## src/rtl/etx_pkg.sv

```systemverilog
package etx_pkg;
    localparam int DATA_W = 16;

    typedef enum logic [1:0] {
        S_IDLE = 2'd0,
        S_READ = 2'd1,
        S_WRITE = 2'd2,
        S_FWD = 2'd3
    } etx_state_e;
endpackage

```

## src/rtl/etx_pend.sv

```systemverilog
module etx_pend #(
    parameter int N  = 8,
    parameter int IW = 3
) (
    input  logic          clk,
    input  logic          rst_n,
    input  logic [N-1:0]  req_in,
    input  logic [N-1:0]  clr,
    output logic [N-1:0]  pend,
    output logic          any,
    output logic [IW-1:0] pick
);
    always_ff @(posedge clk) begin
        if (!rst_n) pend <= '0;
        else        pend <= (pend & ~clr) | req_in;
    end

    always_comb begin
        pick = '0;
        for (int i = N - 1; i >= 0; i--) begin
            if (pend[i]) pick = IW'(i);
        end
    end

    assign any = |pend;

    // the chosen channel is pending and no lower channel is
    p_pick_lowest_r6: assert property (@(posedge clk) disable iff (!rst_n)
        any |-> (pend[pick] && ((pend & ((N'(1) << pick) - N'(1))) == '0)));

    // a request pulse is always visible as pending on the next cycle
    p_req_kept_r8: assert property (@(posedge clk) disable iff (!rst_n)
        (|req_in) |=> ((pend & $past(req_in)) == $past(req_in)));
endmodule

```

## src/rtl/etx_chan.sv

```systemverilog
module etx_chan #(
    parameter int AW = 16,
    parameter int CW = 8
) (
    input  logic          clk,
    input  logic          rst_n,
    input  logic          load,
    input  logic [AW-1:0] ld_src,
    input  logic [AW-1:0] ld_dst,
    input  logic [CW-1:0] ld_cnt,
    input  logic          ld_word,
    input  logic          ld_incd,
    input  logic          step,
    output logic [AW-1:0] src,
    output logic [AW-1:0] dst,
    output logic [CW-1:0] cnt,
    output logic          word,
    output logic          incd
);
    localparam logic [CW-1:0] CONT = '1;

    logic [AW-1:0] amt;
    assign amt = word ? AW'(2) : AW'(1);

    always_ff @(posedge clk) begin
        if (!rst_n) begin
            src  <= '0;
            dst  <= '0;
            cnt  <= '0;
            word <= 1'b0;
            incd <= 1'b0;
        end else if (load) begin
            src  <= ld_src;
            dst  <= ld_dst;
            cnt  <= ld_cnt;
            word <= ld_word;
            incd <= ld_incd;
        end else if (step) begin
            if (incd) dst <= dst + amt;
            else      src <= src + amt;
            if (cnt != CONT && cnt != '0) cnt <= cnt - CW'(1);
        end
    end

    // continuous channel keeps its count through a move
    p_cont_hold_r5: assert property (@(posedge clk) disable iff (!rst_n)
        (step && !load && cnt == CONT) |=> (cnt == CONT));

    // only the selected pointer moves
    p_other_ptr_r3: assert property (@(posedge clk) disable iff (!rst_n)
        (step && !load && !incd) |=> $stable(dst));
endmodule

```

## src/rtl/etx_seq.sv

```systemverilog
module etx_seq
    import etx_pkg::*;
#(
    parameter int N  = 8,
    parameter int IW = 3,
    parameter int AW = 16
) (
    input  logic              clk,
    input  logic              rst_n,
    input  logic              any,
    input  logic [IW-1:0]     pick,
    input  logic              pick_zero,
    input  logic [AW-1:0]     pick_src,
    input  logic [AW-1:0]     pick_dst,
    input  logic              pick_word,
    input  logic              mem_ack,
    input  logic [DATA_W-1:0] mem_rdata,
    output logic [N-1:0]      clr,
    output logic [N-1:0]      step,
    output logic [N-1:0]      irq_out,
    output logic              mem_req,
    output logic              mem_we,
    output logic              mem_word,
    output logic [AW-1:0]     mem_addr,
    output logic [DATA_W-1:0] mem_wdata
);
    etx_state_e    state, nxt;
    logic [IW-1:0] sel;
    logic [AW-1:0] xs, xd;
    logic          xw;
    logic [DATA_W-1:0] dat;

    // next-state
    always_comb begin
        nxt = state;
        unique case (state)
            S_IDLE:  if (any) nxt = pick_zero ? S_FWD : S_READ;
            S_READ:  if (mem_ack) nxt = S_WRITE;
            S_WRITE: if (mem_ack) nxt = S_IDLE;
            S_FWD:   nxt = S_IDLE;
            default: nxt = S_IDLE;
        endcase
    end

    // state register and transfer context
    always_ff @(posedge clk) begin
        if (!rst_n) begin
            state <= S_IDLE;
            sel   <= '0;
            xs    <= '0;
            xd    <= '0;
            xw    <= 1'b0;
            dat   <= '0;
        end else begin
            state <= nxt;
            if (state == S_IDLE && any) begin
                sel <= pick;
                xs  <= pick_src;
                xd  <= pick_dst;
                xw  <= pick_word;
            end
            if (state == S_READ && mem_ack) dat <= mem_rdata;
        end
    end

    // outputs
    always_comb begin
        clr       = '0;
        step      = '0;
        irq_out   = '0;
        mem_req   = 1'b0;
        mem_we    = 1'b0;
        mem_addr  = xs;
        mem_word  = xw;
        mem_wdata = xw ? dat : {8'h00, dat[7:0]};
        unique case (state)
            S_IDLE:  if (any) clr = N'(1) << pick;
            S_READ:  mem_req = 1'b1;
            S_WRITE: begin
                mem_req  = 1'b1;
                mem_we   = 1'b1;
                mem_addr = xd;
                if (mem_ack) step = N'(1) << sel;
            end
            S_FWD:   irq_out = N'(1) << sel;
            default: ;
        endcase
    end

    // bus request and its attributes hold until acknowledge
    p_addr_hold_r7: assert property (@(posedge clk) disable iff (!rst_n)
        (mem_req && !mem_ack) |=> (mem_req && $stable(mem_addr) && $stable(mem_we)));

    // a write starts only right after an acknowledged read
    p_wr_after_rd_r2: assert property (@(posedge clk) disable iff (!rst_n)
        $rose(mem_we) |-> $past(mem_req && !mem_we && mem_ack));

    // one forwarded interrupt at a time
    p_irq_onehot_r9: assert property (@(posedge clk) disable iff (!rst_n)
        $onehot0(irq_out));

    // forwarding uses no bus
    p_fwd_no_bus_r4: assert property (@(posedge clk) disable iff (!rst_n)
        (|irq_out) |-> !mem_req);

    // quiet outputs in the first cycle after reset
    p_reset_quiet_r1: assert property (@(posedge clk)
        !rst_n |=> (!mem_req && irq_out == '0));
endmodule

```

## src/rtl/evt_xfer_ctrl.sv

```systemverilog
module evt_xfer_ctrl
    import etx_pkg::*;
#(
    parameter int N_CH = 8,
    parameter int AW   = 16,
    parameter int CW   = 8,
    localparam int IW  = (N_CH > 1) ? $clog2(N_CH) : 1
) (
    input  logic              clk,
    input  logic              rst_n,
    input  logic [N_CH-1:0]   req_in,
    input  logic              cfg_we,
    input  logic [IW-1:0]     cfg_ch,
    input  logic [AW-1:0]     cfg_src,
    input  logic [AW-1:0]     cfg_dst,
    input  logic [CW-1:0]     cfg_cnt,
    input  logic              cfg_word,
    input  logic              cfg_inc_dst,
    output logic              mem_req,
    output logic              mem_we,
    output logic              mem_word,
    output logic [AW-1:0]     mem_addr,
    output logic [DATA_W-1:0] mem_wdata,
    input  logic [DATA_W-1:0] mem_rdata,
    input  logic              mem_ack,
    output logic [N_CH-1:0]   irq_out
);
    logic [N_CH-1:0] pend, clr, step;
    logic            any;
    logic [IW-1:0]   pick;

    logic [AW-1:0] src_a [N_CH];
    logic [AW-1:0] dst_a [N_CH];
    logic [CW-1:0] cnt_a [N_CH];
    logic [N_CH-1:0] word_a, incd_a;

    etx_pend #(.N(N_CH), .IW(IW)) u_pend (
        .clk(clk), .rst_n(rst_n), .req_in(req_in), .clr(clr),
        .pend(pend), .any(any), .pick(pick)
    );

    for (genvar g = 0; g < N_CH; g++) begin : g_ch
        etx_chan #(.AW(AW), .CW(CW)) u_chan (
            .clk(clk), .rst_n(rst_n),
            .load(cfg_we && (cfg_ch == IW'(g))),
            .ld_src(cfg_src), .ld_dst(cfg_dst), .ld_cnt(cfg_cnt),
            .ld_word(cfg_word), .ld_incd(cfg_inc_dst),
            .step(step[g]),
            .src(src_a[g]), .dst(dst_a[g]), .cnt(cnt_a[g]),
            .word(word_a[g]), .incd(incd_a[g])
        );
    end

    etx_seq #(.N(N_CH), .IW(IW), .AW(AW)) u_seq (
        .clk(clk), .rst_n(rst_n),
        .any(any), .pick(pick),
        .pick_zero(cnt_a[pick] == '0),
        .pick_src(src_a[pick]), .pick_dst(dst_a[pick]), .pick_word(word_a[pick]),
        .mem_ack(mem_ack), .mem_rdata(mem_rdata),
        .clr(clr), .step(step), .irq_out(irq_out),
        .mem_req(mem_req), .mem_we(mem_we), .mem_word(mem_word),
        .mem_addr(mem_addr), .mem_wdata(mem_wdata)
    );
endmodule

```

## config.mk

```make
export PLATFORM = sky130hd
export DESIGN_NAME = evt_xfer_ctrl
export DESIGN_NICKNAME = d
export VERILOG_FILES = /design/src/rtl/etx_pkg.sv /design/src/rtl/etx_pend.sv /design/src/rtl/etx_chan.sv /design/src/rtl/etx_seq.sv /design/src/rtl/evt_xfer_ctrl.sv
export SDC_FILE = /design/constraint.sdc
export NUM_CORES = 1
export LEC_CHECK = 0
export ABC_AREA = 1
export BUFFER_PORTS_ARGS = -buffer_cell sky130_fd_sc_hd__clkbuf_2
export CORE_UTILIZATION = 55
export CTS_CLUSTER_SIZE = 20
export DETAILED_ROUTE_END_ITERATION = 10
export PLACE_DENSITY_LB_ADDON = 0.08
export REMOVE_ABC_BUFFERS = 1
export SLEW_MARGIN = 20
export SYNTH_ARGS = -nofsm -noshare
export SYNTH_HDL_FRONTEND = slang
export SYNTH_SLANG_ARGS = --single-unit
```

## constraint.sdc

```tcl
create_clock -name clk -period 5.35 [get_ports clk]
set_input_delay 0.8025 -clock clk [delete_from_list [all_inputs] [get_ports clk]]
set_output_delay 0.8025 -clock clk [all_outputs]
set_load 0.01 [all_outputs]
```

==> results.txt, run 1 <==
----------------------------------------------------
[Worst setup path]
  Worst path slowest cell ... sky130_fd_sc_hd__ha_1
  Critical Path Most Common Cell ... sky130_fd_sc_hd__inv_1
  Largest stage delay on the critical path ... 0.90 ns
  Critical-path cell list ... inv_1 -> ha_1 -> nand2_4 -> nor2_1 -> inv_2 -> nor2_4 -> nor2_1 -> inv_1 -> nand3_1 -> nand3_1 -> nand2_1 -> inv_1
  Kind of critical path ... flip-flop to flip-flop
  Setup crit start kind ... flip-flop
  R2R cell count ... 12
  CP arrival ... 4.17 ns
  Endpoint type of the worst setup path ... flip-flop
  Required time of the critical path ... 5.89 ns
  Largest driver fanout on the critical path ... 22

[Placed design]
  Number of input and output port buffers inserted ... 115
  Setup slack after placement ... 1.86 ns
  Hpwl dp ... 64,000 um
  Inst Count DP ... 4,298
  Weighted congestion reported at the end of routability-driven placement ... 0.974

[GRT]
  Initial antenna violation count ... 2
  Pin count of the biggest net entering global routing ... 174
  First-pass GRT wire length ... 139,000 um
  Via count of the first global-routing pass ... 24.8k
  GRT Max-Usage Layer ... met2
  Met3 track utilization from global routing ... 6.30%
  Total congestion overflow ... 0
  Combined global-route utilization of all metal layers ... 38.0%
  Met2 layer usage reported by global route ... 61.9%
  Met1 GRT Util ... 48.8%

[Floorplanning]
  Die footprint ... 46,500 um^2
  Die height ... 216 um
  Area of the placeable core ... 44,600 um^2
  Row count ... 77
  Horizontal extent of the die ... 216 um
  Number of I/O pins ... 116
  Starting Density ... 56.3%

[Pwr]
  Peak supply drop ... 256 uV
  Static leakage ... 10.7 nW
  Power Dens Cells ... 293 nW/um^2

[Clock network]
  Setup bufs post-CTS ... 0
  CTS resizes ... 0
  Clock net sink count ... 398
  Clock transition at the registers of the reported paths ... 0.06 ns
  CTS tree ... built
  Insertion delay of the later-clocked pin in the worst-skew pair ... 0.60 ns
  Count of H-tree levels built during CTS ... 2
  Hold-fix buffers, CTS ... 0
  Max Buffers Root-to-Sink ... 3
  Cts bufs inserted ... 47
  Master cell of the clock root buffer ... sky130_fd_sc_hd__clkbuf_16

[Cells and area]
  Filler cell count ... 4,236
  Non-filler instance count after layout ... 4,381
  Most frequent cells in the layout ... sky130_fd_sc_hd__nand2_1, sky130_fd_sc_hd__inv_1, sky130_fd_sc_hd__dfxtp_1
  Area added between synthesis and finish ... 9.52%
  Net total in the final layout ... 3,905
  Share of post-route cells with drive strength above 1 ... 9.29%
  Diodes inserted ... 0
  Commonest non-fill, non-tap cell in the layout ... sky130_fd_sc_hd__nand2_1

[Routing]
  Remaining antenna violation count ... 0
  Remaining routing DRC violations ... 0
  Drt total wl ... 90,400 um
  Initial DRC Count ... 2,461
  Average wire per standard cell ... 20.6 um
  Via-to-Cell Ratio ... 6.00
  First-pass iteration count of the detailed router ... 8
  Total via count after detailed routing ... 26.3k

[STA]
  Worst setup margin ... 1.72 ns
  Period minus WS final ... 3.63 ns
  Transition time of the tightest slew-check pin ... 1.12 ns
  RSZ-0062 raised after global routing ... no
  Final Hold Violating Endpoints ... 0
  Fraction of the cycle the final worst path needs ... 67.8%
  Final max-slew violation count ... 0
  Total setup violations reported at the end of the flow ... 0
  Final hold slack ... 0.430 ns
  Top achievable clock speed ... 276 MHz
  Worst clock skew ... 0.0223 ns
  Relative max-transition margin ... 25.7%
  Total negative slack ... 0 ns

[Yosys]
  Distinct cells, synth ... 59
  Fraction of the yosys area taken by sequential cells ... 31.8%
  EDFF count, synth ... 0
  Main synth FF type ... sky130_fd_sc_hd__dfxtp_1
  Post-synthesis average cell area ... 6.70 um^2
  Flops & latches, synth ... 398
  Count of synthesis-stage warnings from yosys ... 0
  Cell Area, Synth ... 25,100 um^2
  Fraction of registers with async set/reset ... 0%
  Post-Syn Instances ... 3,744

[Flow run]
  Number of violations of the max-capacitance limit ... 0

[Outcome]
  Status ... complete, no violations

[Min path]
  Cell depth of the worst hold path ... 3
  Path category of the worst min-delay check ... primary input to flip-flop

----------------------------------------------------
synth_stat cells (12+ instances only):
cell type                   instances  area, um^2
sky130_fd_sc_hd__a211oi_1          12        90.1
sky130_fd_sc_hd__a21oi_1          235        1180
sky130_fd_sc_hd__a221oi_1          14         123
sky130_fd_sc_hd__a22oi_1           15         113
sky130_fd_sc_hd__a31oi_1          133         832
sky130_fd_sc_hd__buf_1             12        45.0
sky130_fd_sc_hd__buf_2             39         195
sky130_fd_sc_hd__buf_4             13        97.6
sky130_fd_sc_hd__clkbuf_1         106         398
sky130_fd_sc_hd__dfxtp_1          398        7970
sky130_fd_sc_hd__fa_1              16         320
sky130_fd_sc_hd__ha_1              60         751
sky130_fd_sc_hd__inv_1            405        1520
sky130_fd_sc_hd__inv_2             34         128
sky130_fd_sc_hd__mux2_2            13         146
sky130_fd_sc_hd__nand2_1          953        3580
sky130_fd_sc_hd__nand3_1          232        1160
sky130_fd_sc_hd__nand4_1           70         438
sky130_fd_sc_hd__nor2_1           270        1010
sky130_fd_sc_hd__nor2_2            18         113
sky130_fd_sc_hd__nor2_4            19         214
sky130_fd_sc_hd__nor3_1            66         330
sky130_fd_sc_hd__nor3_2            14         140
sky130_fd_sc_hd__o2111ai_1         13         114
sky130_fd_sc_hd__o211ai_1          40         300
sky130_fd_sc_hd__o21ai_0          221        1110
sky130_fd_sc_hd__o21ai_1           21         105
sky130_fd_sc_hd__o221ai_1          24         210
sky130_fd_sc_hd__o22ai_1           15        93.8
sky130_fd_sc_hd__xnor2_1           49         429
sky130_fd_sc_hd__xor2_1           132        1160
metrics by stage:
stage,total power (W),instance area [um^2],utilization [%]
final,0.00804,27500,61.6
after global routing,0.00830,27500,61.6
after CTS,0.00802,27500,61.6
after detailed placement,0.00463,25800,57.9
after global placement,0.00460,25800,57.9
after floorplan,0.00405,24200,-
where the power goes:
part | switching [W] | leakage, nW | internal [W]
combinational | 0.00102 | 6.69 | 0.000364
clock | 0.00136 | 0.790 | 0.00207
sequential | 0.000137 | 3.23 | 0.00309
total | 0.00252 | 10.7 | 0.00552
layer usage:
metal	wire [um]	share of wire, %
met4	4270	4.7
met1	36900	41
met3	8370	9.3
met5	0	0
met2	40800	45
critical path: cells and delay by family (launching register included):
kind	cells	cell delay (ns)
buf+inv	4	0.55
flops	1	0.35
simple gates	7	1.76
fa+ha+maj	1	0.90
final cells by class:
| type | count | area [um^2] | area share [%] |
|---|---|---|---|
| timing repair buffer | 145 | 836 | 3.04 |
| clock buffer | 68 | 1380 | 5.00 |
| tap | 592 | 741 | 2.70 |
| multi-input combinational | 2721 | 14700 | 53.4 |
| clock inverter | 14 | 234 | 0.851 |
| sequential | 398 | 7970 | 29.0 |
| inverter | 443 | 1670 | 6.07 |
state kept, by name (all words and copies together), names as in the netlist, 16 cells and up:
register and cells:
g_ch.u_chan.dst 128, g_ch.u_chan.src 128, g_ch.u_chan.cnt 64, u_seq.dat 16, u_seq.xd 16, u_seq.xs 16
cells by family (layout without fill, tap and decap cells):
logic type,after synthesis,after routing,share of synthesized area (%)
compound gates,761,761,17.7
xor+xnor,181,181,6.32
fa+ha+maj,76,76,4.27
buf+inv,625,670,10.0
flops,398,398,31.8
mux,13,13,0.583
simple gates,1690,1690,29.4
worst paths after layout:
path / from / to / slack [ns]
worst min register to register: g_ch[4].u_chan.src[14]$_SDFFE_PN0P_ / g_ch[4].u_chan.src[14]$_SDFFE_PN0P_ / 0.47
worst min-delay path: req_in[0] / u_pend.pend[0]$_SDFF_PN0_ / 0.43
worst max-delay path: u_seq.state[0]$_SDFFE_PN0P_ / g_ch[2].u_chan.dst[10]$_SDFFE_PN0P_ / 1.72
worst max register to register: u_seq.state[0]$_SDFFE_PN0P_ / g_ch[2].u_chan.dst[10]$_SDFFE_PN0P_ / 1.72
Power figures use the tool's default switching activity.
==> inputs of run 2 (changes only) <==
clock period = 3.7 ns   (was 5.35 ns; I/O delays follow)
==> run 2 against run 1 <==
- maximum frequency grew 20%
- combinational power is 47% higher
- critical path depth up 5
- critical path type unchanged
==> results.txt, run 2 (synthesis results as in run 1) <==
----------------------------------------------------
[STA]
  Worst clock skew ... 0.0180 ns (-0.00432 ns)
  Final max-slew violation count ... 0 (unchanged)
  Relative max-transition margin ... 31.0% (+5.4 points)
  Fraction of the cycle the final worst path needs ... 81.4% (+14 points)
  RSZ-0062 raised after global routing ... no
  Final hold slack ... 0.184 ns (-0.246 ns)
  Transition time of the tightest slew-check pin ... 1.03 ns (-0.0846 ns)
  Total setup violations reported at the end of the flow ... 0 (unchanged)
  Top achievable clock speed ... 332 MHz (+20%)
  Period minus WS final ... 3.01 ns (-0.614 ns)
  Final Hold Violating Endpoints ... 0 (unchanged)

[Clock network]
  Count of H-tree levels built during CTS ... 2 (unchanged)
  Insertion delay of the later-clocked pin in the worst-skew pair ... 0.59 ns (about the same)
  Max Buffers Root-to-Sink ... 3 (unchanged)
  Setup bufs post-CTS ... 0 (unchanged)
  Clock transition at the registers of the reported paths ... 0.06 ns (about the same)
  Cts bufs inserted ... 47 (unchanged)
  Clock net sink count ... 398 (unchanged)
  CTS tree ... built
  CTS resizes ... 0 (unchanged)
  Master cell of the clock root buffer ... sky130_fd_sc_hd__clkbuf_16
  Hold-fix buffers, CTS ... 0 (unchanged)

[Routing]
  Total via count after detailed routing ... 26.3k (+0.17%)
  Average wire per standard cell ... 20.3 um (-1.7%)
  Initial DRC Count ... 2,944 (+20%)
  Remaining antenna violation count ... 0 (unchanged)
  Drt total wl ... 89,200 um (-1.3%)
  Remaining routing DRC violations ... 0 (unchanged)
  First-pass iteration count of the detailed router ... 9 (+1)
  Via-to-Cell Ratio ... 5.99 (-0.22%)

[Pwr]
  Static leakage ... 10.8 nW (+0.99%)
  Clock share of power ... 43.2% (+0.6 points)
  Combinational cell fraction of total power ... 17.3% (about the same)
  Internal ... 0.00817 W (+48%)
  Psw ... 0.00368 W (+46%)
  Switching share of power ... 31.1% (-0.24 points)
  Peak supply drop ... 413 uV (+62%)
  Power Dens Cells ... 428 nW/um^2 (+46%)
  Reg power frac ... 39.5% (-0.7 points)

[Cells and area]
  Most frequent cells in the layout ... sky130_fd_sc_hd__nand2_1, sky130_fd_sc_hd__inv_1, sky130_fd_sc_hd__dfxtp_1
  Regs by FF count ... g_ch.u_chan.dst: 128 flops, g_ch.u_chan.src: 128 flops, g_ch.u_chan.cnt: 64 flops
  Commonest non-fill, non-tap cell in the layout ... sky130_fd_sc_hd__nand2_1
  Filler cell count ... 4,172 (-1.5%)
  Finished Cell Area ... 27,700 um^2 (+0.74%)
  Area added between synthesis and finish ... 10.3%
  Net total in the final layout ... 3,920 (+0.38%)
  Share of post-route cells with drive strength above 1 ... 9.78% (+0.49 points)

[Min path]
  Hold wc startpoint ... req_in[0]
  Cell depth of the worst hold path ... 3 (unchanged)
  Worst min-delay path endpoint ... u_pend.pend[0]$_SDFF_PN0_
  Path category of the worst min-delay check ... primary input to flip-flop

[Floorplanning]
  Die height ... 216 um (unchanged)
  Horizontal extent of the die ... 216 um (unchanged)
  Area of the placeable core ... 44,600 um^2 (unchanged)
  Number of I/O pins ... 116 (unchanged)
  Die footprint ... 46,500 um^2 (unchanged)
  Row count ... 77 (unchanged)
  Starting Density ... 56.3% (unchanged)

[Placed design]
  Hpwl dp ... 64,000 um (about the same)
  Number of input and output port buffers inserted ... 115 (unchanged)
  Area after DPL ... 26,000 um^2 (+0.61%)
  Weighted congestion reported at the end of routability-driven placement ... 1.01 (+3.3%)

[Worst setup path]
  Reg-to-reg endpoint ... u_seq.xd[11]$_SDFFE_PN0P_
  Startpoint of the lowest-slack register-to-register path ... u_pend.pend[6]$_SDFF_PN0_
  Setup crit start kind ... flip-flop
  CP arrival ... 3.49 ns (-0.68 ns)
  Required time of the critical path ... 4.18 ns (-1.71 ns)
  Largest driver fanout on the critical path ... 73 (+230%)
  Endpoint type of the worst setup path ... flip-flop
  Kind of critical path ... flip-flop to flip-flop
  Worst-case register-to-register setup slack ... 0.69 ns (-1.04 ns)
  R2R cell count ... 17 (+5)

[Flow run]
  Number of violations of the max-capacitance limit ... 0 (unchanged)

[GRT]
  Via count of the first global-routing pass ... 24.9k (+0.61%)
  Combined global-route utilization of all metal layers ... 37.7% (-0.30 points)
  First-pass GRT wire length ... 138,000 um (-0.50%)
  Met1 GRT Util ... 49.0% (+0.15 points)
  Initial antenna violation count ... 0 (-2)
  GRT Max-Usage Layer ... met2
  Total congestion overflow ... 0 (unchanged)
  Met2 layer usage reported by global route ... 59.6% (-2.3 points)
  Met3 track utilization from global routing ... 6.16% (-0.14 points)
  Pin count of the biggest net entering global routing ... 119 (-32%)

[Outcome]
  Status ... complete, no violations

----------------------------------------------------
run 2: changes by cell type in the layout (fill, tap and decap cells not counted):
| cell | change |
|---|---|
| sky130_fd_sc_hd__clkbuf_16 | +2 |
| sky130_fd_sc_hd__diode_2 | +1 |
| sky130_fd_sc_hd__clkbuf_1 | -4 |
| sky130_fd_sc_hd__clkinv_2 | +2 |
| sky130_fd_sc_hd__buf_4 | +13 |
| sky130_fd_sc_hd__buf_12 | +3 |
| sky130_fd_sc_hd__bufinv_16 | +1 |
| sky130_fd_sc_hd__inv_6 | -3 |
| sky130_fd_sc_hd__buf_16 | -1 |
| sky130_fd_sc_hd__clkinvlp_4 | +3 |
run 2: power groups by stage:
stage	Combinational, W	Sequential (W)	Clock [W]
after floorplan	0.00115	0.00471	0
after global placement	0.00197	0.00476	0
after detailed placement	0.00200	0.00476	0
after CTS	0.00201	0.00467	0.00516
after global routing	0.00222	0.00469	0.00532
final	0.00205	0.00468	0.00512
run 2: stage by stage:
step                      instances  setup TNS, ns  setup WS [ns]  total power, W  util, %
after floorplan                3562         -45.60          -1.35         0.00586        -
after global routing           4397              0          0.496          0.0122     62.1
after detailed placement       4314              0          0.848         0.00676     58.3
after global placement         4313              0          0.842         0.00673     58.3
final                          4398              0          0.686          0.0118     62.1
after CTS                      4397              0          0.828          0.0118     62.1
run 2: final cells by class:
| type | instances | area [um^2] | area share, % |
|---|---|---|---|
| timing repair buffer | 160 | 966 | 3.49 |
| antenna | 1 | 2.50 | 0.00904 |
| clock inverter | 17 | 270 | 0.976 |
| sequential | 398 | 7970 | 28.8 |
| tap | 592 | 741 | 2.68 |
| multi-input combinational | 2721 | 14700 | 53.0 |
| clock buffer | 66 | 1410 | 5.09 |
| inverter | 443 | 1670 | 6.02 |
run 2: how the worst max path moves through the flow:
| stage | startpoint | endpoint | slack [ns] | cells past startpoint |
|---|---|---|---|---|
| 6_report | u_pend.pend[6]$_SDFF_PN0_ | u_seq.xd[11]$_SDFFE_PN0P_ | 0.69 | 17 |
| 5_1_grt | u_pend.pend[6]$_SDFF_PN0_ | u_seq.xd[9]$_SDFFE_PN0P_ | 0.50 | 17 |
| 4_1_cts | u_pend.pend[6]$_SDFF_PN0_ | u_seq.xd[11]$_SDFFE_PN0P_ | 0.83 | 17 |
| 3_5_place_dp | u_pend.pend[6]$_SDFF_PN0_ | u_seq.xd[11]$_SDFFE_PN0P_ | 0.85 | 17 |
| 3_3_place_gp | u_pend.pend[6]$_SDFF_PN0_ | u_seq.xd[14]$_SDFFE_PN0P_ | 0.84 | 17 |
| 2_1_floorplan | u_pend.pend[0]$_SDFF_PN0_ | u_seq.xs[3]$_SDFFE_PN0P_ | -1.35 | 9 |
run 2: per-layer routing:
layer	part of all wire [%]	vias up	routed length, um
li1	-	12400	-
met5	0	-	0
met1	40	12200	36100
met3	9.9	270	8790
met4	5.3	0	4730
met2	44	1427	39500
run 2: worst max-delay path, stage by stage, from the launching register on:
cell                      delay (ns)
sky130_fd_sc_hd__dfxtp_1        0.34
sky130_fd_sc_hd__inv_2          0.05
sky130_fd_sc_hd__nand2_1        0.05
sky130_fd_sc_hd__nand2_1        0.04
sky130_fd_sc_hd__nand2_1        0.06
sky130_fd_sc_hd__nand2_1        0.08
sky130_fd_sc_hd__nand2_2        0.07
sky130_fd_sc_hd__buf_4          0.68
sky130_fd_sc_hd__nor2_4         0.03
sky130_fd_sc_hd__inv_2          0.53
sky130_fd_sc_hd__buf_4          0.30
sky130_fd_sc_hd__o21ai_0        0.09
sky130_fd_sc_hd__a21oi_1        0.10
sky130_fd_sc_hd__o21ai_0        0.09
sky130_fd_sc_hd__nand2_1        0.08
sky130_fd_sc_hd__nand3_1        0.08
sky130_fd_sc_hd__nand2_1        0.06
sky130_fd_sc_hd__inv_1          0.05
